### config.mk
export PLATFORM = sky130hd
export DESIGN_NAME = goto_unit
export DESIGN_NICKNAME = d
export VERILOG_FILES = /design/src/rtl/goto_pkg.sv /design/src/rtl/goto_fetch_fsm.sv /design/src/rtl/goto_cond_eval.sv /design/src/rtl/goto_regfile.sv /design/src/rtl/goto_unit.sv
export SDC_FILE = /design/constraint.sdc
export NUM_CORES = 1
export LEC_CHECK = 0
export BUFFER_PORTS_ARGS = -buffer_cell sky130_fd_sc_hd__buf_4
export CAP_MARGIN = 25
export CORE_MARGIN = 5
export CORE_UTILIZATION = 30
export DETAILED_ROUTE_END_ITERATION = 12
export PLACE_DENSITY = 0.58
export REMOVE_ABC_BUFFERS = 1
export SLEW_MARGIN = 40
export SYNTH_ARGS = -nofsm -noshare
export SYNTH_HDL_FRONTEND = slang
export SYNTH_SLANG_ARGS = --single-unit
### constraint.sdc
create_clock -name clk -period 5.2 [get_ports clk]
set_input_delay 0.26 -clock clk [delete_from_list [all_inputs] [get_ports clk]]
set_output_delay 0.26 -clock clk [all_outputs]
set_load 0.005 [all_outputs]
### src/rtl/goto_pkg.sv
// Shared types for the branch unit.
// Assumes a byte-wide fetch port and a 16-bit address made of two bytes.
package goto_pkg;
    localparam int BYTE_W = 8;
    localparam int ADDR_W = 2 * BYTE_W;

    typedef enum logic [1:0] {
        ST_OPC  = 2'd0,
        ST_HI   = 2'd1,
        ST_LO   = 2'd2,
        ST_EXEC = 2'd3
    } gstate_t;

    // Opcode layout; bit positions are fixed by the instruction encoding.
    typedef struct packed {
        logic [1:0] cls;      // class prefix, 2'b11 for a branch
        logic       dsel;     // 0: M pair, 1: J pair
        logic       on_sign;  // pass if sign set
        logic       on_carry; // pass if carry set
        logic       on_zero;  // pass if zero set
        logic       on_nzero; // pass if zero clear
        logic       link;     // save return address in XY
    } gop_t;

    localparam logic [1:0] CLS_BRANCH = 2'b11;
endpackage

### src/rtl/goto_fetch_fsm.sv
// Fetch sequencer: steps OPC -> HI -> LO -> EXEC and holds the opcode and target.
// Assumes the fetch side presents a byte with byte_vld and that the byte is
// consumed at the edge where byte_req and byte_vld are both high.
module goto_fetch_fsm
    import goto_pkg::*;
(
    input  logic              clk,
    input  logic              rst_n,
    input  logic              byte_vld,
    input  logic [BYTE_W-1:0] byte_data,
    output gstate_t           state,
    output logic              byte_req,
    output logic              accept,
    output gop_t              opc,
    output logic              pair_wr,
    output logic [ADDR_W-1:0] pair_data,
    output logic [ADDR_W-1:0] target
);
    gstate_t           state_q;
    gop_t              opc_q;
    logic [BYTE_W-1:0] hi_q;
    logic [BYTE_W-1:0] lo_q;

    // Handshake and operand-write strobes derived from the current state.
    always_comb begin
        byte_req  = (state_q != ST_EXEC);
        accept    = byte_req && byte_vld;
        pair_wr   = accept && (state_q == ST_LO);
        pair_data = {hi_q, byte_data};
        target    = {hi_q, lo_q};
        state     = state_q;
        opc       = opc_q;
    end

    // Sequencer state and byte capture.
    always_ff @(posedge clk) begin
        if (!rst_n) begin
            state_q <= ST_OPC;
            opc_q   <= '0;
            hi_q    <= '0;
            lo_q    <= '0;
        end else begin
            case (state_q)
                ST_OPC: if (byte_vld) begin
                    opc_q <= gop_t'(byte_data);
                    if (byte_data[7:6] == CLS_BRANCH) state_q <= ST_HI;
                end
                ST_HI: if (byte_vld) begin
                    hi_q    <= byte_data;
                    state_q <= ST_LO;
                end
                ST_LO: if (byte_vld) begin
                    lo_q    <= byte_data;
                    state_q <= ST_EXEC;
                end
                default: state_q <= ST_OPC;
            endcase
        end
    end

    // a stalled fetch keeps its position
    p_stall_state_r2: assert property (@(posedge clk) disable iff (!rst_n)
        (byte_req && !byte_vld) |=> $stable(state_q));
    // the execute cycle lasts one cycle and returns to opcode fetch
    p_exec_single_r10: assert property (@(posedge clk) disable iff (!rst_n)
        (state_q == ST_EXEC) |=> (state_q == ST_OPC));
endmodule

### src/rtl/goto_cond_eval.sv
// Branch decision: ORs the enabled flag tests; no enables means always taken.
// Purely combinational, and only meaningful in the execute cycle.
module goto_cond_eval
    import goto_pkg::*;
(
    input  logic [1:0] cls,
    input  logic [3:0] cond_en,   // {sign, carry, zero, not-zero}
    input  logic       link_en,
    input  logic       flag_sign,
    input  logic       flag_carry,
    input  logic       flag_zero,
    output logic       taken,
    output logic       do_link
);
    logic [3:0] hits;

    // Evaluate each enabled test and combine them.
    always_comb begin
        hits    = cond_en & {flag_sign, flag_carry, flag_zero, !flag_zero};
        taken   = (cls == CLS_BRANCH) && ((cond_en == 4'b0000) || (hits != 4'b0000));
        do_link = taken && link_en;
    end
endmodule

### src/rtl/goto_regfile.sv
// Holds the M and J target pairs and the XY link register.
// Assumes at most one pair write per cycle, selected by wr_sel.
module goto_regfile
    import goto_pkg::*;
(
    input  logic              clk,
    input  logic              rst_n,
    input  logic              wr_en,
    input  logic              wr_sel,
    input  logic [ADDR_W-1:0] wr_data,
    input  logic              link_en,
    input  logic [ADDR_W-1:0] link_data,
    output logic [ADDR_W-1:0] m_pair,
    output logic [ADDR_W-1:0] j_pair,
    output logic [ADDR_W-1:0] xy
);
    logic [ADDR_W-1:0] pair_q [2];
    logic [ADDR_W-1:0] xy_q;

    // One register per pair, written only when addressed.
    for (genvar g = 0; g < 2; g++) begin : g_pair
        always_ff @(posedge clk) begin
            if (!rst_n)                              pair_q[g] <= '0;
            else if (wr_en && (wr_sel == g[0]))      pair_q[g] <= wr_data;
        end
    end

    // Link register captures the return address on a linked taken branch.
    always_ff @(posedge clk) begin
        if (!rst_n)       xy_q <= '0;
        else if (link_en) xy_q <= link_data;
    end

    assign m_pair = pair_q[0];
    assign j_pair = pair_q[1];
    assign xy     = xy_q;

    // M changes only on an operand write aimed at M
    p_m_write_r5: assert property (@(posedge clk) disable iff (!rst_n)
        !$stable(pair_q[0]) |-> $past(wr_en && !wr_sel));
    // J changes only on an operand write aimed at J
    p_j_write_r5: assert property (@(posedge clk) disable iff (!rst_n)
        !$stable(pair_q[1]) |-> $past(wr_en && wr_sel));
    // XY changes only on a linked taken branch
    p_xy_link_r9: assert property (@(posedge clk) disable iff (!rst_n)
        !$stable(xy_q) |-> $past(link_en));
endmodule

### src/rtl/goto_unit.sv
// Top of the conditional three-byte branch unit. Owns the PC, which steps by
// one for every byte accepted and is reloaded from the target on a taken branch.
// Assumes flags are valid in the execute cycle.
module goto_unit
    import goto_pkg::*;
#(
    parameter logic [15:0] RESET_PC = 16'h0000
) (
    input  logic        clk,
    input  logic        rst_n,
    input  logic        byte_vld,
    input  logic [7:0]  byte_data,
    output logic        byte_req,
    input  logic        flag_sign,
    input  logic        flag_carry,
    input  logic        flag_zero,
    output logic [15:0] pc,
    output logic        pc_load,
    output logic [15:0] m_pair,
    output logic [15:0] j_pair,
    output logic [15:0] xy
);
    gstate_t           state;
    gop_t              opc;
    logic              accept;
    logic              pair_wr;
    logic [ADDR_W-1:0] pair_data;
    logic [ADDR_W-1:0] target;
    logic              taken;
    logic              do_link;
    logic              in_exec;
    logic [ADDR_W-1:0] pc_q;
    logic              load_q;

    goto_fetch_fsm u_fetch (
        .clk       (clk),
        .rst_n     (rst_n),
        .byte_vld  (byte_vld),
        .byte_data (byte_data),
        .state     (state),
        .byte_req  (byte_req),
        .accept    (accept),
        .opc       (opc),
        .pair_wr   (pair_wr),
        .pair_data (pair_data),
        .target    (target)
    );

    goto_cond_eval u_cond (
        .cls        (opc.cls),
        .cond_en    ({opc.on_sign, opc.on_carry, opc.on_zero, opc.on_nzero}),
        .link_en    (opc.link),
        .flag_sign  (flag_sign),
        .flag_carry (flag_carry),
        .flag_zero  (flag_zero),
        .taken      (taken),
        .do_link    (do_link)
    );

    assign in_exec = (state == ST_EXEC);

    goto_regfile u_regs (
        .clk       (clk),
        .rst_n     (rst_n),
        .wr_en     (pair_wr),
        .wr_sel    (opc.dsel),
        .wr_data   (pair_data),
        .link_en   (in_exec && do_link),
        .link_data (pc_q),
        .m_pair    (m_pair),
        .j_pair    (j_pair),
        .xy        (xy)
    );

    // Program counter: step on accept, reload on a taken branch.
    always_ff @(posedge clk) begin
        if (!rst_n) begin
            pc_q   <= RESET_PC;
            load_q <= 1'b0;
        end else begin
            load_q <= in_exec && taken;
            if (accept)                pc_q <= pc_q + 1'b1;
            else if (in_exec && taken) pc_q <= target;
        end
    end

    assign pc      = pc_q;
    assign pc_load = load_q;

    // each accepted byte steps the PC by one
    p_pc_step_r3: assert property (@(posedge clk) disable iff (!rst_n)
        (byte_req && byte_vld) |=> (pc_q == ADDR_W'($past(pc_q) + 1'b1)));
    // a stall freezes the PC
    p_pc_stall_r2: assert property (@(posedge clk) disable iff (!rst_n)
        (byte_req && !byte_vld) |=> $stable(pc_q));
    // a load pulse only follows an execute cycle
    p_load_after_exec_r8: assert property (@(posedge clk) disable iff (!rst_n)
        load_q |-> $past(state == ST_EXEC));
    // the load pulse lasts one cycle
    p_load_single_r8: assert property (@(posedge clk) disable iff (!rst_n)
        load_q |=> !load_q);
endmodule

# [Yosys cells after proc, flatten, opt, wreduce, memory -nomap -nowiden]
# Memory sizes are Yosys's and may differ from the RTL's.
# Index checks and enable logic that the tools add are counted.
[op_classes] n_addsub=1 eq_ne=10 mux=16 bitwise_logic=4 reduce_logical=18
[ops] cell="$mux 16" n=4
[ops] cell="$add 16x1->16 const B" n=1
[ops] cell="$eq 2x2->1 const B" n=4
[ops] cell="$logic_and 1x1->1" n=8
[ops] cell="$mux 2" n=4
[ops] cell="$ne 2x2->1 const B" n=4
[ops] cell="$mux 1" n=7
[ops] cell="$pmux 2 s3" n=1
[ops] cell="$reduce_and 2->1" n=3
[ops] cell="$and 4x4->4" n=1
[ops] cell="$logic_not 4->1" n=1
[ops] cell="$reduce_and 4->1" n=1
[ops] cell="$reduce_bool 4->1" n=1
[ops] cell="$eq 2x1->1 const B" n=1
[ops] cell="$logic_not 2->1" n=1
[ops] cell="$ne 2x1->1 const B" n=1
[ops] cell="$or 1x1->1" n=2
[ops] cell="$reduce_bool 2->1" n=1
[ops] cell="$logic_not 1->1" n=1
[ops] cell="$logic_or 1x1->1" n=1
[ops] cell="$not 1->1" n=1
[word_totals] regBits=59 ramBits=32 out_inout_bits=66 elab_cells=63 mem_count=1
[memory_table] memory="u_regs.pair_q" words=2 width=16 read_ports=2 rd_ports_with_merged_regs=0 wr=2 line="goto_regfile.sv:17" text="logic [ADDR_W-1:0] pair_q [2];"

# [Longest topological paths before layout]
# Gate-level depths: netlist of the first run.
[logic_depth] ltp_word=8 depth_mapped=7 ltp_nobuf=7

# [Modules after synthesis]
# From an unflattened synthesis of the first run, not the netlist that was laid out.
[hier_totals] hier_cells=397 hier_area_um2=4140.2
[by_module_without_submodules] module="goto_regfile" instances=1 cells_per_inst=124 area_each_um2=1835.5
[by_module_without_submodules] module="goto_fetch_fsm" instances=1 cells_per_inst=143 area_each_um2=1229.9
[by_module_without_submodules] module="goto_unit" instances=1 cells_per_inst=123 area_each_um2=1024.7
[by_module_without_submodules] module="goto_cond_eval" instances=1 cells_per_inst=7 area_each_um2=50.0

# [Worst setup path after synthesis of the first run]
# Ideal clock, no wire load.
[synth_path] path_kind="register to register" from="register u_fetch.state_q[0] (netlist: u_fetch.state[0])" to="memory u_regs.pair_q[0][0] (netlist bit) (enable)" setup_ns=0.411 arrival_time_ns=2.086 setup_slack_ns=2.703 path_stages_with_launch=6 synth_period_minus_slack_ns=2.497 cell_sequence="dfxtp_1 -> ha_1 -> nor2b_1 -> buf_2 -> nand2_1 -> o21ai_0"
[synth_lines] element="start: declaration" line="goto_fetch_fsm.sv:19" text="gstate_t state_q;"
[synth_lines] element="start signal: assignment" line="goto_fetch_fsm.sv:38" text="state_q <= ST_OPC;"
[synth_lines] element="start signal: assignment" line="goto_fetch_fsm.sv:46" text="if (byte_data[7:6] == CLS_BRANCH) state_q <= ST_HI;"
[synth_lines] element="start signal: assignment" line="goto_fetch_fsm.sv:50" text="state_q <= ST_LO;"
[synth_lines] element="end: declaration" line="goto_regfile.sv:17"

==> out/qor.csv, run 1 <==
stage,metric,value,unit
grt,total grt overflow,0,
cts,CTS clock-pin slew for the worst setup and hold paths,70,ps
pwr,clock network fraction of total power,0.420,
setup_path,CP Capture Type,register,
setup_path,reg-to-reg startpoint,u_fetch.state[0],
cts,Clock Tree Buf Depth,2,
layout,most frequent cells in the layout,"buf_4, nand2_1, dfxtp_1",
floorplanning,core area,12700,um2
timing,Worst-Margin Slew,752,ps
layout,layout cells sized above 1,0.224,
grt,vias in the first global route,2999,
grt,initial antenna violation count,0,
floorplanning,initial core utilization,0.306,
logic_synthesis,Synth warnings,0,
placement,Buffers on Ports,79,
pwr,Power Density,319,nW/um2
timing,Final Critical Period,2330,ps
routing,drt first pass iters,5,
timing,Fin Setup TNS,0,ps
setup_path,largest fanout on the critical path,16,
setup_path,critical path required time,5410,ps
logic_synthesis,Synth top area share,0.305,
pwr,Pleak,1.87,nW
layout,"commonest non-fill, non-tap cell in the layout",buf_4,
floorplanning,Chip Width,124,um
grt,largest net degree at the start of global routing,43,
routing,vias per cell,4.86,
floorplanning,Die Y,124,um
timing,Max Freq,0.429,GHz
routing,via count,3161,
pwr,Comb pwr share,0.081,
routing,DRC viols,0,
cts,Post-CTS Setup Bufs,0,
layout,final net count,493,
setup_path,Setup crit start kind,register,
hold_path,Hold Startpoint,byte_data[5],
cts,Skew-Pair Late Insertion Delay,340,ps
hold_path,HP Class,in2reg,
grt,first-pass GRT wire length,15.5,mm
logic_synthesis,post-synth top area cell,dfxtp_1,
timing,Rel. slew slack,0.498,
timing,Clock Skew,7.03,ps
timing,RSZ-0062 raised after global routing,false,
floorplanning,die area,15300,um2
cts,H-tree levels,3,
setup_path,Setup Crit Path Kind,reg2reg,
cts,clock sinks,91,
logic_synthesis,Post-synth EDFFs,32,
setup_path,WP data arrival,2540,ps
timing,Fin. Hold Viols,0,
routing,final wirelength,9.73,mm
logic_synthesis,mean post-synth cell area,9.55,um2
timing,max-slew violation count,0,
run_status,status,finished clean,
layout,multi-input logic area,1600,um2
logic_synthesis,register bit count reported by yosys,91,
hold_path,depth of the worst hold-timing path,3,
logic_synthesis,ys flop type,dfxtp_1,
layout,fill count,1266,
grt,Total GRT Usage,0.130,
setup_path,worst setup path start,u_fetch.state[0],
pwr,power share of the sequential group,0.499,
routing,WL per Instance,15.0,um
routing,Antenna Nets Post-Route,0,
timing,Final setup viols,0,
layout,number of diodes,0,
logic_synthesis,Synth Cell Area,3880,um2
cts,CTS tree,yes,
cts,# hold bufs at CTS,0,
logic_synthesis,Synth Instances,406,
layout,FF+latch area,2140,um2
cts,root buf cell,clkbuf_16,
logic_synthesis,Yosys cell types,48,
logic_synthesis,synth top area cells,"dfxtp_1, edfxtp_1, nand3_1, nand2_1, and2_1",
pwr,switching share of total power,0.240,
logic_synthesis,Post-synth ARST share,0,
run,MaxCap Viol Count,0,
floorplanning,Std-Cell Rows,41,
routing,DR iter-0 viols,186,
layout,area growth from synthesis to layout,26.3,%
placement,placer congestion estimate,0.825,
pwr,Internal,1.19,mW
floorplanning,I/O pins,80,
cts,post-cts resize count,0,
logic_synthesis,register area share after synthesis,0.552,
pwr,Sw Pwr,0.375,mW
pwr,worst ir drop on vdd,0.000158,V
placement,hpwl dp,6.93,mm
layout,Final Util,0.387,
timing,period utilisation layout,0.448,
cts,CTS Buf Count,9,
setup_path,Worst Reg2Reg Path Length in Cells,5,
-- synthesized netlist by cell type, types with 2 or more instances --
| master | count |
|---|---|
| nor3_1 | 4 |
| and4_1 | 2 |
| nand4_1 | 2 |
| mux2i_1 | 2 |
| buf_1 | 2 |
| ha_1 | 6 |
| nor4_1 | 2 |
| nand2_1 | 62 |
| xnor2_1 | 3 |
| a21oi_1 | 37 |
| and2_1 | 32 |
| a41oi_1 | 2 |
| nand2b_1 | 2 |
| nand4b_1 | 2 |
| nand3b_1 | 2 |
| xor2_1 | 3 |
| edfxtp_1 | 32 |
| buf_2 | 7 |
| a2bb2oi_1 | 2 |
| nor2_1 | 14 |
| nand3_1 | 49 |
| inv_1 | 5 |
| a31oi_1 | 6 |
| and3_1 | 2 |
| o22ai_1 | 2 |
| o21ai_0 | 26 |
| dfxtp_1 | 59 |
| clkbuf_1 | 14 |
| a221oi_1 | 4 |
-- worst max-delay path, stage by stage, from the launching register on --
cell     delay, ps
dfxtp_1        350
ha_1           250
nor2b_1        600
nand3_1        180
nor2_1         590
and2_1         220
-- path summary, 6_finish.rpt --
kind                                        endpoint  slack (ps)
worst max register to register  u_regs.pair_q[1][14]        2870
worst max-delay path            u_regs.pair_q[1][14]        2870
worst min-delay path                  u_fetch.opc[5]         220
worst min register to register       u_fetch.lo_q[0]         460
-- area by class of cell --
cell class,count,area share
clock buffers,9,0.0460
clock inverters,7,0.0158
multi-input cells,283,0.327
repair buffers,82,0.126
well taps,172,0.0439
flip-flops and latches,91,0.437
inverters,6,0.00460
-- registers in the layout (all words and copies together) (netlist names) --
name           cells
u_regs.pair_q     32
pc                16
u_regs.xy         16
u_fetch.hi_q       8
u_fetch.lo_q       8
u_fetch.opc        8
u_fetch.state      2
pc_load            1
-- power by group through the flow --
stage               combinational [mW]  clock (mW)  sequential (mW)
global route                     0.141       0.704            0.781
finish                           0.127       0.656            0.778
floorplan                       0.0644           0            0.790
CTS                              0.127       0.676            0.779
global placement                 0.123           0            0.794
detailed placement               0.127           0            0.795
-- metal layers --
metal,vias up,routed length [um],track usage
met4,0,140,0.0367
met5,-,0,0
li1,1572,-,-
met3,11,633,0.0454
met2,83,4630,0.212
met1,1495,4330,0.164
-- through the flow --
step	instance area, um2	total power, mW	worst slack (ps)	std cells	hold WS [ps]
after CTS	4900	1.58	2860	650	200
after global placement	4590	0.917	2990	634	440
after detailed placement	4600	0.922	2870	634	450
after global routing	4900	1.63	2600	650	206
after floorplan	3760	0.855	2560	380	398
final	4900	1.56	2870	650	215
-- cell families after synthesis --
logic type / Yosys count / share of synthesized area
and+or+nand+nor: 184 / 0.248
DFF: 91 / 0.552
AOI/OAI and AO/OA: 85 / 0.125
buffers and inverters: 32 / 0.0365
xor gates and xnor gates: 6 / 0.0136
adders and majority gates: 6 / 0.0194
muxes: 2 / 0.00516
(Power assumes the default switching activity.)
==> run 2: changes to the inputs <==
==> constraint.sdc (replaced) <==
create_clock -name clk -period 2.3 [get_ports clk]
set_input_delay 0.115 -clock clk [delete_from_list [all_inputs] [get_ports clk]]
set_output_delay 0.115 -clock clk [all_outputs]
set_load 0.005 [all_outputs]
==> run 2 against run 1 <==
Core utilization up 0.62 points. Non-clock buffer count up 7. Final cell count up 1.1%. Setup slack worse by 2500 ps. Flip-flop and latch count unchanged. Worst hold slack worse by 150 ps. Count of clock-buffer cells in the layout up 1. Sequential share of layout area down 0.69 points.
==> out/qor.csv, run 2 (synthesis gave the netlist of run 1 again) <==
stage,metric,value,unit
pwr,Internal,2.83,mW
layout,Final Util,0.393,
timing,RSZ-0062 raised after global routing,false,
setup_path,R2R setup slack,400,ps
cts,Post-CTS Setup Bufs,0,
cts,clock sinks,91,
setup_path,Critical Path Slowest Stage Cell,dfxtp_1,
pwr,Sw Pwr,0.866,mW
layout,most frequent cells in the layout,"buf_4, nand2_1, dfxtp_1",
timing,Final Critical Period,1900,ps
cts,CTS clock-pin slew for the worst setup and hold paths,70,ps
cts,H-tree levels,3,
timing,Rel. slew slack,0.486,
setup_path,"slowest stage delay, CP",470,ps
timing,Worst-Margin Slew,767,ps
pwr,clock network fraction of total power,0.445,
cts,Skew-Pair Late Insertion Delay,340,ps
layout,multi-input logic area,1600,um2
timing,Clock Skew,12.6,ps
pwr,power share of the sequential group,0.476,
cts,# hold bufs at CTS,0,
pwr,Pleak,1.92,nW
layout,area growth from synthesis to layout,28.3,%
timing,max-slew violation count,0,
setup_path,critical path required time,2580,ps
grt,Total GRT Usage,0.134,
floorplanning,die area,15300,um2
pwr,worst ir drop on vdd,0.000299,V
setup_path,Setup Crit Path Kind,reg2reg,
routing,DR iter-0 viols,210,
setup_path,CP Capture Type,register,
layout,"commonest non-fill, non-tap cell in the layout",buf_4,
routing,DRC viols,0,
routing,vias per cell,4.94,
floorplanning,Chip Width,124,um
routing,via count,3243,
routing,Antenna Nets Post-Route,0,
pwr,Power Density,743,nW/um2
cts,post-cts resize count,0,
hold_path,HP Class,in2reg,
run,MaxCap Viol Count,0,
grt,first-pass GRT wire length,15.9,mm
layout,max reg flops,32,
setup_path,WP data arrival,2170,ps
layout,final net count,500,
cts,Clock Tree Buf Depth,2,
timing,period utilisation layout,0.825,
run_status,status,finished clean,
layout,number of diodes,0,
timing,setup ws final,402,ps
setup_path,Setup crit start kind,register,
floorplanning,Std-Cell Rows,41,
timing,Final setup viols,0,
pwr,Comb pwr share,0.080,
floorplanning,core area,12700,um2
routing,drt first pass iters,4,
layout,FF+latch area,2140,um2
timing,Fin. Hold Viols,0,
placement,hpwl dp,7.14,mm
cts,root buf cell,clkbuf_16,
floorplanning,Die Y,124,um
placement,Post-Place Worst Slack,407,ps
grt,vias in the first global route,3057,
routing,final wirelength,10.0,mm
placement,placer congestion estimate,0.815,
layout,layout cells sized above 1,0.231,
setup_path,cells along the critical path,"ha_1, nand4_1, nor4b_1, xor2_1, o21ai_0, a31oi_1",
placement,Buffers on Ports,79,
setup_path,largest fanout on the critical path,7,
setup_path,family with the most delay on the worst path,simple AND/OR/NAND/NOR gates,
grt,total grt overflow,0,
floorplanning,I/O pins,80,
layout,fill count,1283,
pwr,Final Power,3.70,mW
setup_path,crit path buf inv count,0,
grt,initial antenna violation count,0,
floorplanning,initial core utilization,0.306,
cts,CTS Buf Count,9,
layout,largest reg by FF count,u_regs.pair_q,
cts,CTS tree,yes,
routing,WL per Instance,15.3,um
grt,largest net degree at the start of global routing,43,
pwr,switching share of total power,0.234,
timing,Max Freq,0.527,GHz
run 2: final cells by class:
type                    instances  area share
inverters                       6     0.00452
multi-input cells             283       0.321
flip-flops and latches         91       0.430
clock inverters                 6      0.0191
clock buffers                  10      0.0480
repair buffers                 89       0.134
well taps                     172      0.0432
run 2: worst min-delay path, delay by kind of cell:
family / cells / cell delay (ps)
buf+inv: 1 / 130
compound gates: 1 / 50
simple gates: 1 / 60
run 2: layer usage:
metal / share of wire / global-route usage
met5: 0 / 0
met4: 0.025 / 0.0623
met3: 0.069 / 0.0282
met2: 0.47 / 0.216
met1: 0.43 / 0.172
run 2: power groups by stage:
stage	Clock, mW	Combinational, mW	Sequential [mW]
2_1_floorplan	0	0.146	1.79
3_3_place_gp	0	0.289	1.79
6_report	1.64	0.294	1.76
3_5_place_dp	0	0.295	1.80
5_1_grt	1.75	0.323	1.76
4_1_cts	1.68	0.296	1.76
run 2: stage by stage:
| step | instances | setup TNS [ps] | instance area [um2] | hold slack (ps) |
|---|---|---|---|---|
| after global placement | 641 | 0 | 4640 | 419 |
| after CTS | 657 | 0 | 4980 | 57.3 |
| final | 657 | 0 | 4980 | 64.6 |
| after floorplan | 380 | -5440 | 3760 | 253 |
| after detailed placement | 641 | 0 | 4640 | 429 |
| after global routing | 657 | 0 | 4980 | 63.9 |
run 2: path summary, 6_finish.rpt:
| path | startpoint | endpoint | cells after the start |
|---|---|---|---|
| max | pc[1] | pc[14] | 6 |
| min | byte_data[0] | u_fetch.opc[0] | 3 |
| max reg2reg | pc[1] | pc[14] | 6 |
| min reg2reg | u_fetch.opc[0] | u_fetch.opc[0] | 2 |
